<file path="src/rtl/slot_seq_pkg.sv">
package slot_seq_pkg;

    // Mode code is {spwr, new}
    typedef enum logic [1:0] {
        MODE_DIRECT   = 2'b00,
        MODE_REDUCED  = 2'b01,
        MODE_RESERVED = 2'b10,
        MODE_ADVANCED = 2'b11
    } op_mode_t;

    typedef enum logic [2:0] {
        ST_DIRECT,
        ST_BLOCKED,
        ST_IDLE,
        ST_LOCK,
        ST_SLOT,
        ST_DRAIN
    } seq_state_t;

    typedef struct packed {
        logic synth;
        logic loop;
        logic vco;
        logic tx;
        logic rx;
    } pwr_ctl_t;

endpackage

</file>
<file path="src/rtl/seq_sampler.sv">
module seq_sampler (
    input  logic clk,
    input  logic rst_n,
    input  logic slot_en,
    input  logic vco_pwr_in,
    input  logic rx_pwr_in,
    output logic sen_q,
    output logic sen_rise,
    output logic sen_fall,
    output logic vco_q,
    output logic ron_q
);
    logic sen_prev;

    always_ff @(posedge clk) begin
        if (!rst_n) begin
            sen_q    <= 1'b0;
            sen_prev <= 1'b0;
            vco_q    <= 1'b0;
            ron_q    <= 1'b0;
        end else begin
            sen_q    <= slot_en;
            sen_prev <= sen_q;
            vco_q    <= vco_pwr_in;
            ron_q    <= rx_pwr_in;
        end
    end

    assign sen_rise = sen_q & ~sen_prev;
    assign sen_fall = ~sen_q & sen_prev;
endmodule

</file>
<file path="src/rtl/mode_decode.sv">
module mode_decode
    import slot_seq_pkg::*;
(
    input  logic     clk,
    input  logic     rst_n,
    input  logic     cfg_spwr,
    input  logic     cfg_new,
    output op_mode_t mode_q
);
    always_ff @(posedge clk) begin
        if (!rst_n) mode_q <= MODE_DIRECT;
        else        mode_q <= op_mode_t'({cfg_spwr, cfg_new});
    end
endmodule

</file>
<file path="src/rtl/settle_timer.sv">
module settle_timer #(
    parameter int LIMIT  = 16,
    parameter bit ENABLE = 1'b1
) (
    input  logic clk,
    input  logic rst_n,
    input  logic en,
    output logic ready
);
    localparam int CW = $clog2(LIMIT + 1);
    localparam logic [CW-1:0] LIM_V = CW'(LIMIT);

    generate
        if (ENABLE) begin : g_count
            logic [CW-1:0] cnt;
            always_ff @(posedge clk) begin
                if (!rst_n)             cnt <= '0;
                else if (!en)           cnt <= '0;
                else if (cnt != LIM_V)  cnt <= cnt + 1'b1;
            end
            assign ready = en && (cnt == LIM_V);
        end else begin : g_bypass
            assign ready = en;
        end
    endgenerate
endmodule

</file>
<file path="src/rtl/seq_fsm.sv">
module seq_fsm
    import slot_seq_pkg::*;
(
    input  logic     clk,
    input  logic     rst_n,
    input  op_mode_t mode,
    input  logic     sen_q,
    input  logic     sen_rise,
    input  logic     sen_fall,
    input  logic     vco_q,
    input  logic     ron_q,
    input  logic     trx,
    input  logic     pll_hold,
    output pwr_ctl_t ctl,
    output logic     ron_oe
);
    seq_state_t state_q, state_nx;
    logic       serial_st;

    // State register
    always_ff @(posedge clk) begin
        if (!rst_n) state_q <= ST_DIRECT;
        else        state_q <= state_nx;
    end

    // Next-state logic
    always_comb begin
        state_nx = state_q;
        unique case (mode)
            MODE_DIRECT:   state_nx = ST_DIRECT;
            MODE_RESERVED: state_nx = ST_BLOCKED;
            default: begin
                if (state_q == ST_DIRECT || state_q == ST_BLOCKED) begin
                    state_nx = ST_IDLE;
                end else if (mode == MODE_ADVANCED && !vco_q) begin
                    state_nx = ST_IDLE;
                end else begin
                    unique case (state_q)
                        ST_IDLE:  if (sen_rise) state_nx = ST_LOCK;
                        ST_LOCK:  if (sen_fall) state_nx = ST_SLOT;
                        ST_SLOT:  if (sen_rise && mode == MODE_REDUCED) state_nx = ST_DRAIN;
                        ST_DRAIN: if (sen_fall) state_nx = ST_IDLE;
                        default:  state_nx = ST_IDLE;
                    endcase
                end
            end
        endcase
    end

    assign serial_st = (state_q == ST_IDLE) || (state_q == ST_LOCK) ||
                       (state_q == ST_SLOT) || (state_q == ST_DRAIN);

    // Output logic
    always_comb begin
        ctl    = '0;
        ron_oe = serial_st;
        unique case (state_q)
            ST_DIRECT: begin
                ctl.synth = sen_q & vco_q;
                ctl.loop  = sen_q & vco_q;
                ctl.vco   = vco_q;
                ctl.tx    = ~trx & vco_q;
                ctl.rx    = ron_q & vco_q;
            end
            ST_LOCK: begin
                ctl.synth = 1'b1;
                ctl.loop  = 1'b1;
                ctl.vco   = 1'b1;
                ctl.tx    = ~trx;
            end
            ST_SLOT: begin
                ctl.synth = pll_hold;
                ctl.loop  = pll_hold;
                ctl.vco   = 1'b1;
                ctl.tx    = ~trx;
                ctl.rx    = trx;
            end
            default: ctl = '0;
        endcase
        if (serial_st && mode == MODE_ADVANCED) begin
            ctl.vco = vco_q;
            if (!vco_q) begin
                ctl.synth = 1'b0;
                ctl.loop  = 1'b0;
                ctl.tx    = 1'b0;
                ctl.rx    = 1'b0;
            end
        end
    end
endmodule

</file>
<file path="src/rtl/slot_power_seq.sv">
module slot_power_seq
    import slot_seq_pkg::*;
#(
    parameter int CLK_MHZ       = 125,
    parameter int VCO_SETTLE_US = 50,
    parameter int TX_SETTLE_US  = 10,
    parameter bit READY_TIMERS  = 1'b1
) (
    input  logic clk,
    input  logic rst_n,
    input  logic slot_en,
    input  logic vco_pwr_in,
    input  logic rx_pwr_in,
    input  logic cfg_new,
    input  logic cfg_spwr,
    input  logic cfg_trx,
    input  logic cfg_pll_hold,
    output logic synth_on,
    output logic loop_closed,
    output logic vco_on,
    output logic tx_on,
    output logic rx_on,
    output logic ron_oe,
    output logic ron_out,
    output logic vco_ready,
    output logic tx_ready
);
    localparam int VCO_RAW    = CLK_MHZ * VCO_SETTLE_US;
    localparam int TX_RAW     = CLK_MHZ * TX_SETTLE_US;
    localparam int VCO_CYCLES = (VCO_RAW < 1) ? 1 : VCO_RAW;
    localparam int TX_CYCLES  = (TX_RAW < 1) ? 1 : TX_RAW;

    logic     sen_q, sen_rise, sen_fall, vco_q, ron_q;
    op_mode_t mode_q;
    pwr_ctl_t ctl;

    seq_sampler u_sample (
        .clk        (clk),
        .rst_n      (rst_n),
        .slot_en    (slot_en),
        .vco_pwr_in (vco_pwr_in),
        .rx_pwr_in  (rx_pwr_in),
        .sen_q      (sen_q),
        .sen_rise   (sen_rise),
        .sen_fall   (sen_fall),
        .vco_q      (vco_q),
        .ron_q      (ron_q)
    );

    mode_decode u_mode (
        .clk      (clk),
        .rst_n    (rst_n),
        .cfg_spwr (cfg_spwr),
        .cfg_new  (cfg_new),
        .mode_q   (mode_q)
    );

    seq_fsm u_fsm (
        .clk      (clk),
        .rst_n    (rst_n),
        .mode     (mode_q),
        .sen_q    (sen_q),
        .sen_rise (sen_rise),
        .sen_fall (sen_fall),
        .vco_q    (vco_q),
        .ron_q    (ron_q),
        .trx      (cfg_trx),
        .pll_hold (cfg_pll_hold),
        .ctl      (ctl),
        .ron_oe   (ron_oe)
    );

    settle_timer #(.LIMIT(VCO_CYCLES), .ENABLE(READY_TIMERS)) u_vco_tmr (
        .clk   (clk),
        .rst_n (rst_n),
        .en    (ctl.vco),
        .ready (vco_ready)
    );

    settle_timer #(.LIMIT(TX_CYCLES), .ENABLE(READY_TIMERS)) u_tx_tmr (
        .clk   (clk),
        .rst_n (rst_n),
        .en    (ctl.tx),
        .ready (tx_ready)
    );

    assign synth_on    = ctl.synth;
    assign loop_closed = ctl.loop;
    assign vco_on      = ctl.vco;
    assign tx_on       = ctl.tx;
    assign rx_on       = ctl.rx;
    assign ron_out     = ron_oe & ctl.rx;
endmodule

</file>
<file path="config.mk">
export PLATFORM = sky130hd
export DESIGN_NAME = slot_power_seq
export DESIGN_NICKNAME = d
export VERILOG_FILES = /design/src/rtl/slot_seq_pkg.sv /design/src/rtl/seq_sampler.sv /design/src/rtl/mode_decode.sv /design/src/rtl/settle_timer.sv /design/src/rtl/seq_fsm.sv /design/src/rtl/slot_power_seq.sv
export SDC_FILE = /design/constraint.sdc
export NUM_CORES = 1
export LEC_CHECK = 0
export BUFFER_PORTS_ARGS = -buffer_cell sky130_fd_sc_hd__buf_2
export CAP_MARGIN = 40
export CORE_AREA = 2 2 77 79
export CTS_CLUSTER_DIAMETER = 80
export CTS_CLUSTER_SIZE = 28
export DETAILED_ROUTE_END_ITERATION = 10
export DIE_AREA = 0 0 79 81
export GPL_TIMING_DRIVEN = 0
export PLACE_DENSITY_LB_ADDON = 0.05
export SETUP_SLACK_MARGIN = 0.02
export SLEW_MARGIN = 20
export SYNTH_ARGS = -nofsm -noshare
export SYNTH_HDL_FRONTEND = slang
export SYNTH_SLANG_ARGS = --single-unit
export TNS_END_PERCENT = 50
</file>
<file path="constraint.sdc">
create_clock -name clk -period 2.1 [get_ports clk]
set_clock_uncertainty 0.05 [all_clocks]
set_input_delay 0.42 -clock clk [delete_from_list [all_inputs] [get_ports clk]]
set_output_delay 0.42 -clock clk [all_outputs]
set_load 0.1 [all_outputs]
</file>
After elaboration in Yosys (flattened, before gate mapping)
Cells that the tools add are included.
- output and inout bits: 9
- flip-flop bits (word level): 33
- input port bits: 9
- logic and storage cells: 63
- reduce and logical (&&, ||, !) cells: 15
- equal/unequal tests: 16
- bitwise logic cells: 9
- mux-type cells: 13
- add/sub/neg operators: 2
- operators by type and width (cell ; count):
    3-bit two-way mux ; 6
    13-bit by 1-bit adder with 13-bit output, second input constant ; 1
    13-bit equality test, second input constant ; 1
    13-bit != test, second input constant ; 1
    6-bit by 3-bit != test with 1-bit output, second input constant ; 2
    6-bit by 4-bit != test with 1-bit output, second input constant ; 2
    3-bit case mux with 4 select lines ; 1
    4-bit case mux with 3 select lines ; 1
    11-bit by 1-bit adder with 11-bit output, second input constant ; 1
    11-bit equality test, second input constant ; 1
    11-bit != test, second input constant ; 1
    1-bit bitwise AND ; 6
    3-bit by 2-bit equality test with 1-bit output, second input constant ; 2
    3-bit equality test, second input constant ; 2
    3-bit case mux with 2 select lines ; 1
    1-bit logical AND ; 5
    5-bit two-way mux ; 1
    2-bit equality test, second input constant ; 2
    1-bit logical OR ; 4
    2-bit two-way mux ; 2
    2-bit AND reduction ; 2
    4-bit AND reduction ; 1
    3-bit by 1-bit equality test with 1-bit output, second input constant ; 1
    3-bit logical NOT ; 1
    5 further kinds ; 7

Depth between registers and ports, before layout
- depth in word-level cells: 8
- depth in mapped cells: 6

Modules after synthesis
Synthesis repeated with hierarchy kept, for this count alone.
- cell total of the unflattened synthesis: 191
- area total of the unflattened synthesis: 1662.8 um^2
- modules (own cells, without submodules) (module ; times used ; seq. area each (um^2) ; cells an instance ; area each (um^2)):
    settle_timer (u_vco_tmr) ; 1 ; 260.2 ; 78 ; 654.4
    settle_timer (u_tx_tmr) ; 1 ; 220.2 ; 62 ; 566.8
    seq_fsm ; 1 ; 60.1 ; 36 ; 265.3
    seq_sampler ; 1 ; 80.1 ; 10 ; 117.6
    mode_decode ; 1 ; 40.0 ; 4 ; 52.6
    slot_power_seq ; 1 ; 0.0 ; 1 ; 6.3

Least setup slack after synthesis
OpenSTA, ideal clock, no wires.
- path type: reg-to-output
- start: reg u_fsm.state_q[1]
- end: out tx_ready
- cell stages (with the launch flop): 6
- required time: 1.630 ns
- path buffers: 0
- setup slack: -1.792 ns
- arrival: 3.422 ns
- cell sequence: dfxtp_1 -> xnor2_1 -> inv_1 -> nand3_2 -> nand2_1 -> nor3_1
- cells in the longest elaborated chain, start to end: 7
- elaborated cells on any way between the ends: 13
- those cells by class: eq/ne (4); mux (3); reduce/logical (6)
- RTL lines (what ; line ; source):
    from (decl) ; seq_fsm.sv:17 ; seq_state_t state_q, state_nx;
    from (signal assigned) ; seq_fsm.sv:23 ; else state_q <= state_nx;
    3-bit by 2-bit equality test with 1-bit output ; seq_fsm.sv:50 ; assign serial_st = (state_q == ST_IDLE) || (state_q == ST_LOCK) ||
    1-bit logical OR (2 in a row) ; seq_fsm.sv:50 ;
    1-bit logical OR (*) ; seq_fsm.sv:51 ; (state_q == ST_SLOT) || (state_q == ST_DRAIN);
    via ron_oe ; slot_power_seq.sv:23 ; output logic ron_oe,
    1-bit logical AND (*) ; seq_fsm.sv:80 ; if (serial_st && mode == MODE_ADVANCED) begin
    5-bit two-way mux (*) ; seq_fsm.sv:80 ;
    1-bit logical AND (*) ; settle_timer.sv:21 ; assign ready = en && (cnt == LIM_V);
    to (decl) ; slot_power_seq.sv:26 ; output logic tx_ready
The timed path passes the listed nets; every way through them passes the cells marked *.

Final worst setup path
- start: reg u_fsm.state_q[1]
- end: out vco_ready
- cells in the longest elaborated chain, start to end: 7
- elaborated cells on any way between the ends: 12
- those cells by class: eq/ne (4); mux (2); reduce/logical (6)
- RTL lines (what ; line ; source):
    3-bit by 2-bit equality test with 1-bit output (on tied branches) ; seq_fsm.sv:50, seq_fsm.sv:57 ;
    1-bit logical OR (2 in a row) ; seq_fsm.sv:50 ;
    1-bit logical OR ; seq_fsm.sv:51 ;
    1-bit logical AND ; seq_fsm.sv:80 ;
    5-bit two-way mux (*) ; seq_fsm.sv:80 ;
    1-bit logical AND (*) ; settle_timer.sv:21 ;
    to (decl) ; slot_power_seq.sv:25 ; output logic vco_ready,
Mark *: on every way between the ends. The rest lies on a longest branch, timed or not.

==> metrics.yaml <==
insertion_delay_ps: 290
seqPwrFrac: 0.519
fp.dieH_um: 81
syn_area_um2: 1630
placed_area_um2: 1880
whs_endpoint: "u_sample.sen_q"
synth_edf_count: 0
switching_share: 0.257
rsz0062_at_grt: "yes"
hold_violations: 0
worst_pin_slew_ps: 484
cts_buffers: 5
drv_slew: 0
final_util: 0.389
die_area_um2: 6400
power.internal_uw: 924
synth_top_area_share: 0.405
worstSetupStartpoint: "u_fsm.state_q[1]"
viasPerCell: 4.55
holdPathStages: 2
cts.htree.levels: 2
num_io_pins: 18
power.switching_uw: 320
arrival_ps: 1610
yosysWarningCount: 0
grt_max_degree: 11
reg2reg_depth: 5
rr_startpoint: "u_vco_tmr.g_count.cnt[0]"
avgSynthCellArea_um2: 8.49
critPathMaxFanout: 5
path_buf_inv: 2
drtIter0Drc: 54
synthFlopType: "dfxtp_1"
synth.distinct_cells: 42
fin_area_um2: 2210
dr.pass1.iters: 4
cp_slowest_cell: "dfxtp_4"
grt_pass1_wl_mm: 6.51
syn_inst: 192
relSlewSlack: 0.680
drc: 0
fillCellCount: 613
cts.reportedPaths.clkPinSlew_ps: 60
period_share: 0.992
fp.coreArea_um2: 5680
synth.area.top_cells: "dfxtp_1 41%, xnor2_1 7.5%, nor2_1 6.9%"
outcome: "finished clean"
die_w_um: 79
row_count: 28
comb_power_share: 0.108
maxCapViolations: 0
path_cells: "buf_4 > a32oi_2 > o211a_2 > and4_4 > buf_12"
r2r-end: "u_vco_tmr.g_count.cnt[12]"
cts_tree: "built"
grt_pass1_vias: 1459
worstHoldStart: "slot_en"
cts_sinks: 33
finalSetupViolations: 0
hpwl_mm: 2.49
via_count: 1382
synth_largest_area_cell: "dfxtp_1"
synthArstFlopShare: 0
min_path_type: "in -> reg"
yosysSeqAreaShare: 0.405
place_congestion: 0.847
crit_path_end_kind: "output pin"
track_usage: 0.129
synth-seq-cells: 33
post_drt_wl_per_cell_um: 11.8
initial_utilization: 0.287
finalWirelength_mm: 3.57
peakVddDrop_uv: 219
clock_path_buffers: 2
r2r_slack_ps: 470
layout-drive-gt1-share: 0.319
area_growth_pct: 35.5
cp_top_family: "compound AO/OA/AOI/OAI gates"
ant_nets: 0
syn_nets: 205
io_buffer_count: 17
cp-start-kind: "flop"
period_minus_slack_ps: 2080
p_leak_nw: 0.752
root_buffer: "clkbuf_8"
critPathKind: "reg -> out"
grt_overflow: 0
slowest_delay_ps: 380
antenna_found_initial: 0
fmax_mhz: 480
n_antenna_cell: 0
nets: 241
cp.required_ps: 1630
clockPowerShare: 0.373
p_per_area_nw_per_um2: 563
## metrics by stage
| step | hold slack [ps] | instances | TNS, ps | total power, mW | worst slack (ps) |
|---|---|---|---|---|---|
| finish | 287 | 304 | 0 | 1.24 | 16.3 |
| global route | 279 | 304 | -252 | 1.31 | -71.3 |
| CTS | 279 | 303 | -51.0 | 1.27 | -20.1 |
| detailed placement | 453 | 284 | -153 | 0.769 | -76.6 |
| global placement | 446 | 284 | -165 | 0.769 | -79.0 |
| floorplan | 421 | 192 | -2300 | 0.743 | -542 |
## worst max path at each step
stage                     end  slack (ps)  depth (start not counted)
CTS                  synth_on         -20                          6
detailed placement   tx_ready         -80                          5
global route          ron_out         -70                          6
global placement     tx_ready         -80                          5
finish              vco_ready          20                          5
floorplan            tx_ready        -540                          5
## cell usage after synthesis (3+ instances only)
cell and n:
nand2b_1 3, and3_1 4, nor4_1 4, nand2_1 16, xor2_1 7, o21ai_0 4, nand3_1 11, ha_1 4
nor4b_1 3, xnor2_1 14, dfxtp_1 33, buf_2 5, nor3_1 6, nor2_1 30, and2_1 8, inv_1 8
## metal layers
metal | vias to the layer above | track usage | wire length, um
met2 | 22 | 0.206 | 1710
met1 | 626 | 0.158 | 1630
met4 | 0 | 0.0672 | 92
li1 | 725 | - | -
met3 | 9 | 0.0378 | 142
met5 | - | 0 | 0
## final cells by class
class                   instances  area [um^2]  area share
inverters                       8         33.8      0.0153
plain buffers                   5         32.5      0.0147
multi-input cells             144         1010       0.459
repair buffers                 31          275       0.125
clock buffers                   8         80.1      0.0362
flip-flops and latches         33          681       0.308
well taps                      75         93.8      0.0425
## timing repair
action,CTS,global route
hold buffers,0,0
setup buffers,12,2
pin swaps,10,9
gates resized for setup,43,10
cloned,0,0
setup endpoints to repair,8,8
## placed cells by master, fill, tap and decap left out, drive strengths merged
| master | count |
|---|---|
| and2 | 8 |
| clkbuf | 9 |
| nor2b | 1 |
| xor2 | 7 |
| nand2 | 16 |
| o21ai | 5 |
| and4b | 1 |
| and4 | 2 |
| or2 | 1 |
| nand3b | 2 |
| o21a | 1 |
| o211a | 1 |
| o22ai | 1 |
| nor4bb | 2 |
| a21oi | 3 |
| xnor2 | 14 |
| nand4b | 1 |
| nor2 | 30 |
| nand4 | 2 |
| ha | 4 |
| and2b | 1 |
| or3 | 1 |
| nor3 | 6 |
| and3 | 4 |
| nor4b | 3 |
| inv | 7 |
| dfxtp | 33 |
| o221a | 1 |
| a32oi | 1 |
| o2111ai | 1 |
| buf | 35 |
| nor4 | 5 |
| clkinvlp | 1 |
| nand2b | 3 |
| nand3 | 12 |
| mux2 | 1 |
| a21boi | 1 |
| a211oi | 2 |
## power by group through the flow
stage	combinational (mW)	sequential (mW)	clock, mW
3_3_place_gp	0.109	0.659	0
6_report	0.134	0.646	0.465
2_1_floorplan	0.0864	0.657	0
5_1_grt	0.144	0.648	0.517
3_5_place_dp	0.109	0.660	0
4_1_cts	0.136	0.645	0.486
## state kept, by name, indices dropped and copies added (netlist names)
| name | flops |
|---|---|
| u_mode.mode_q | 2 |
| u_sample.sen_q | 1 |
| u_fsm.state_q | 3 |
| u_vco_tmr.g_count.cnt | 13 |
| u_tx_tmr.g_count.cnt | 11 |
| u_sample.ron_q | 1 |
| u_sample.sen_prev | 1 |
| u_sample.vco_q | 1 |
## logic make-up after synthesis
| kind of cell | Yosys count | synth area share |
|---|---|---|
| compound gates | 17 | 0.0729 |
| xor+xnor | 21 | 0.113 |
| fa+ha+maj | 4 | 0.0307 |
| buf+inv | 15 | 0.0407 |
| flops | 33 | 0.405 |
| mux | 1 | 0.00691 |
| simple gates | 101 | 0.331 |
No activity file was read; power rests on OpenSTA's default activity.
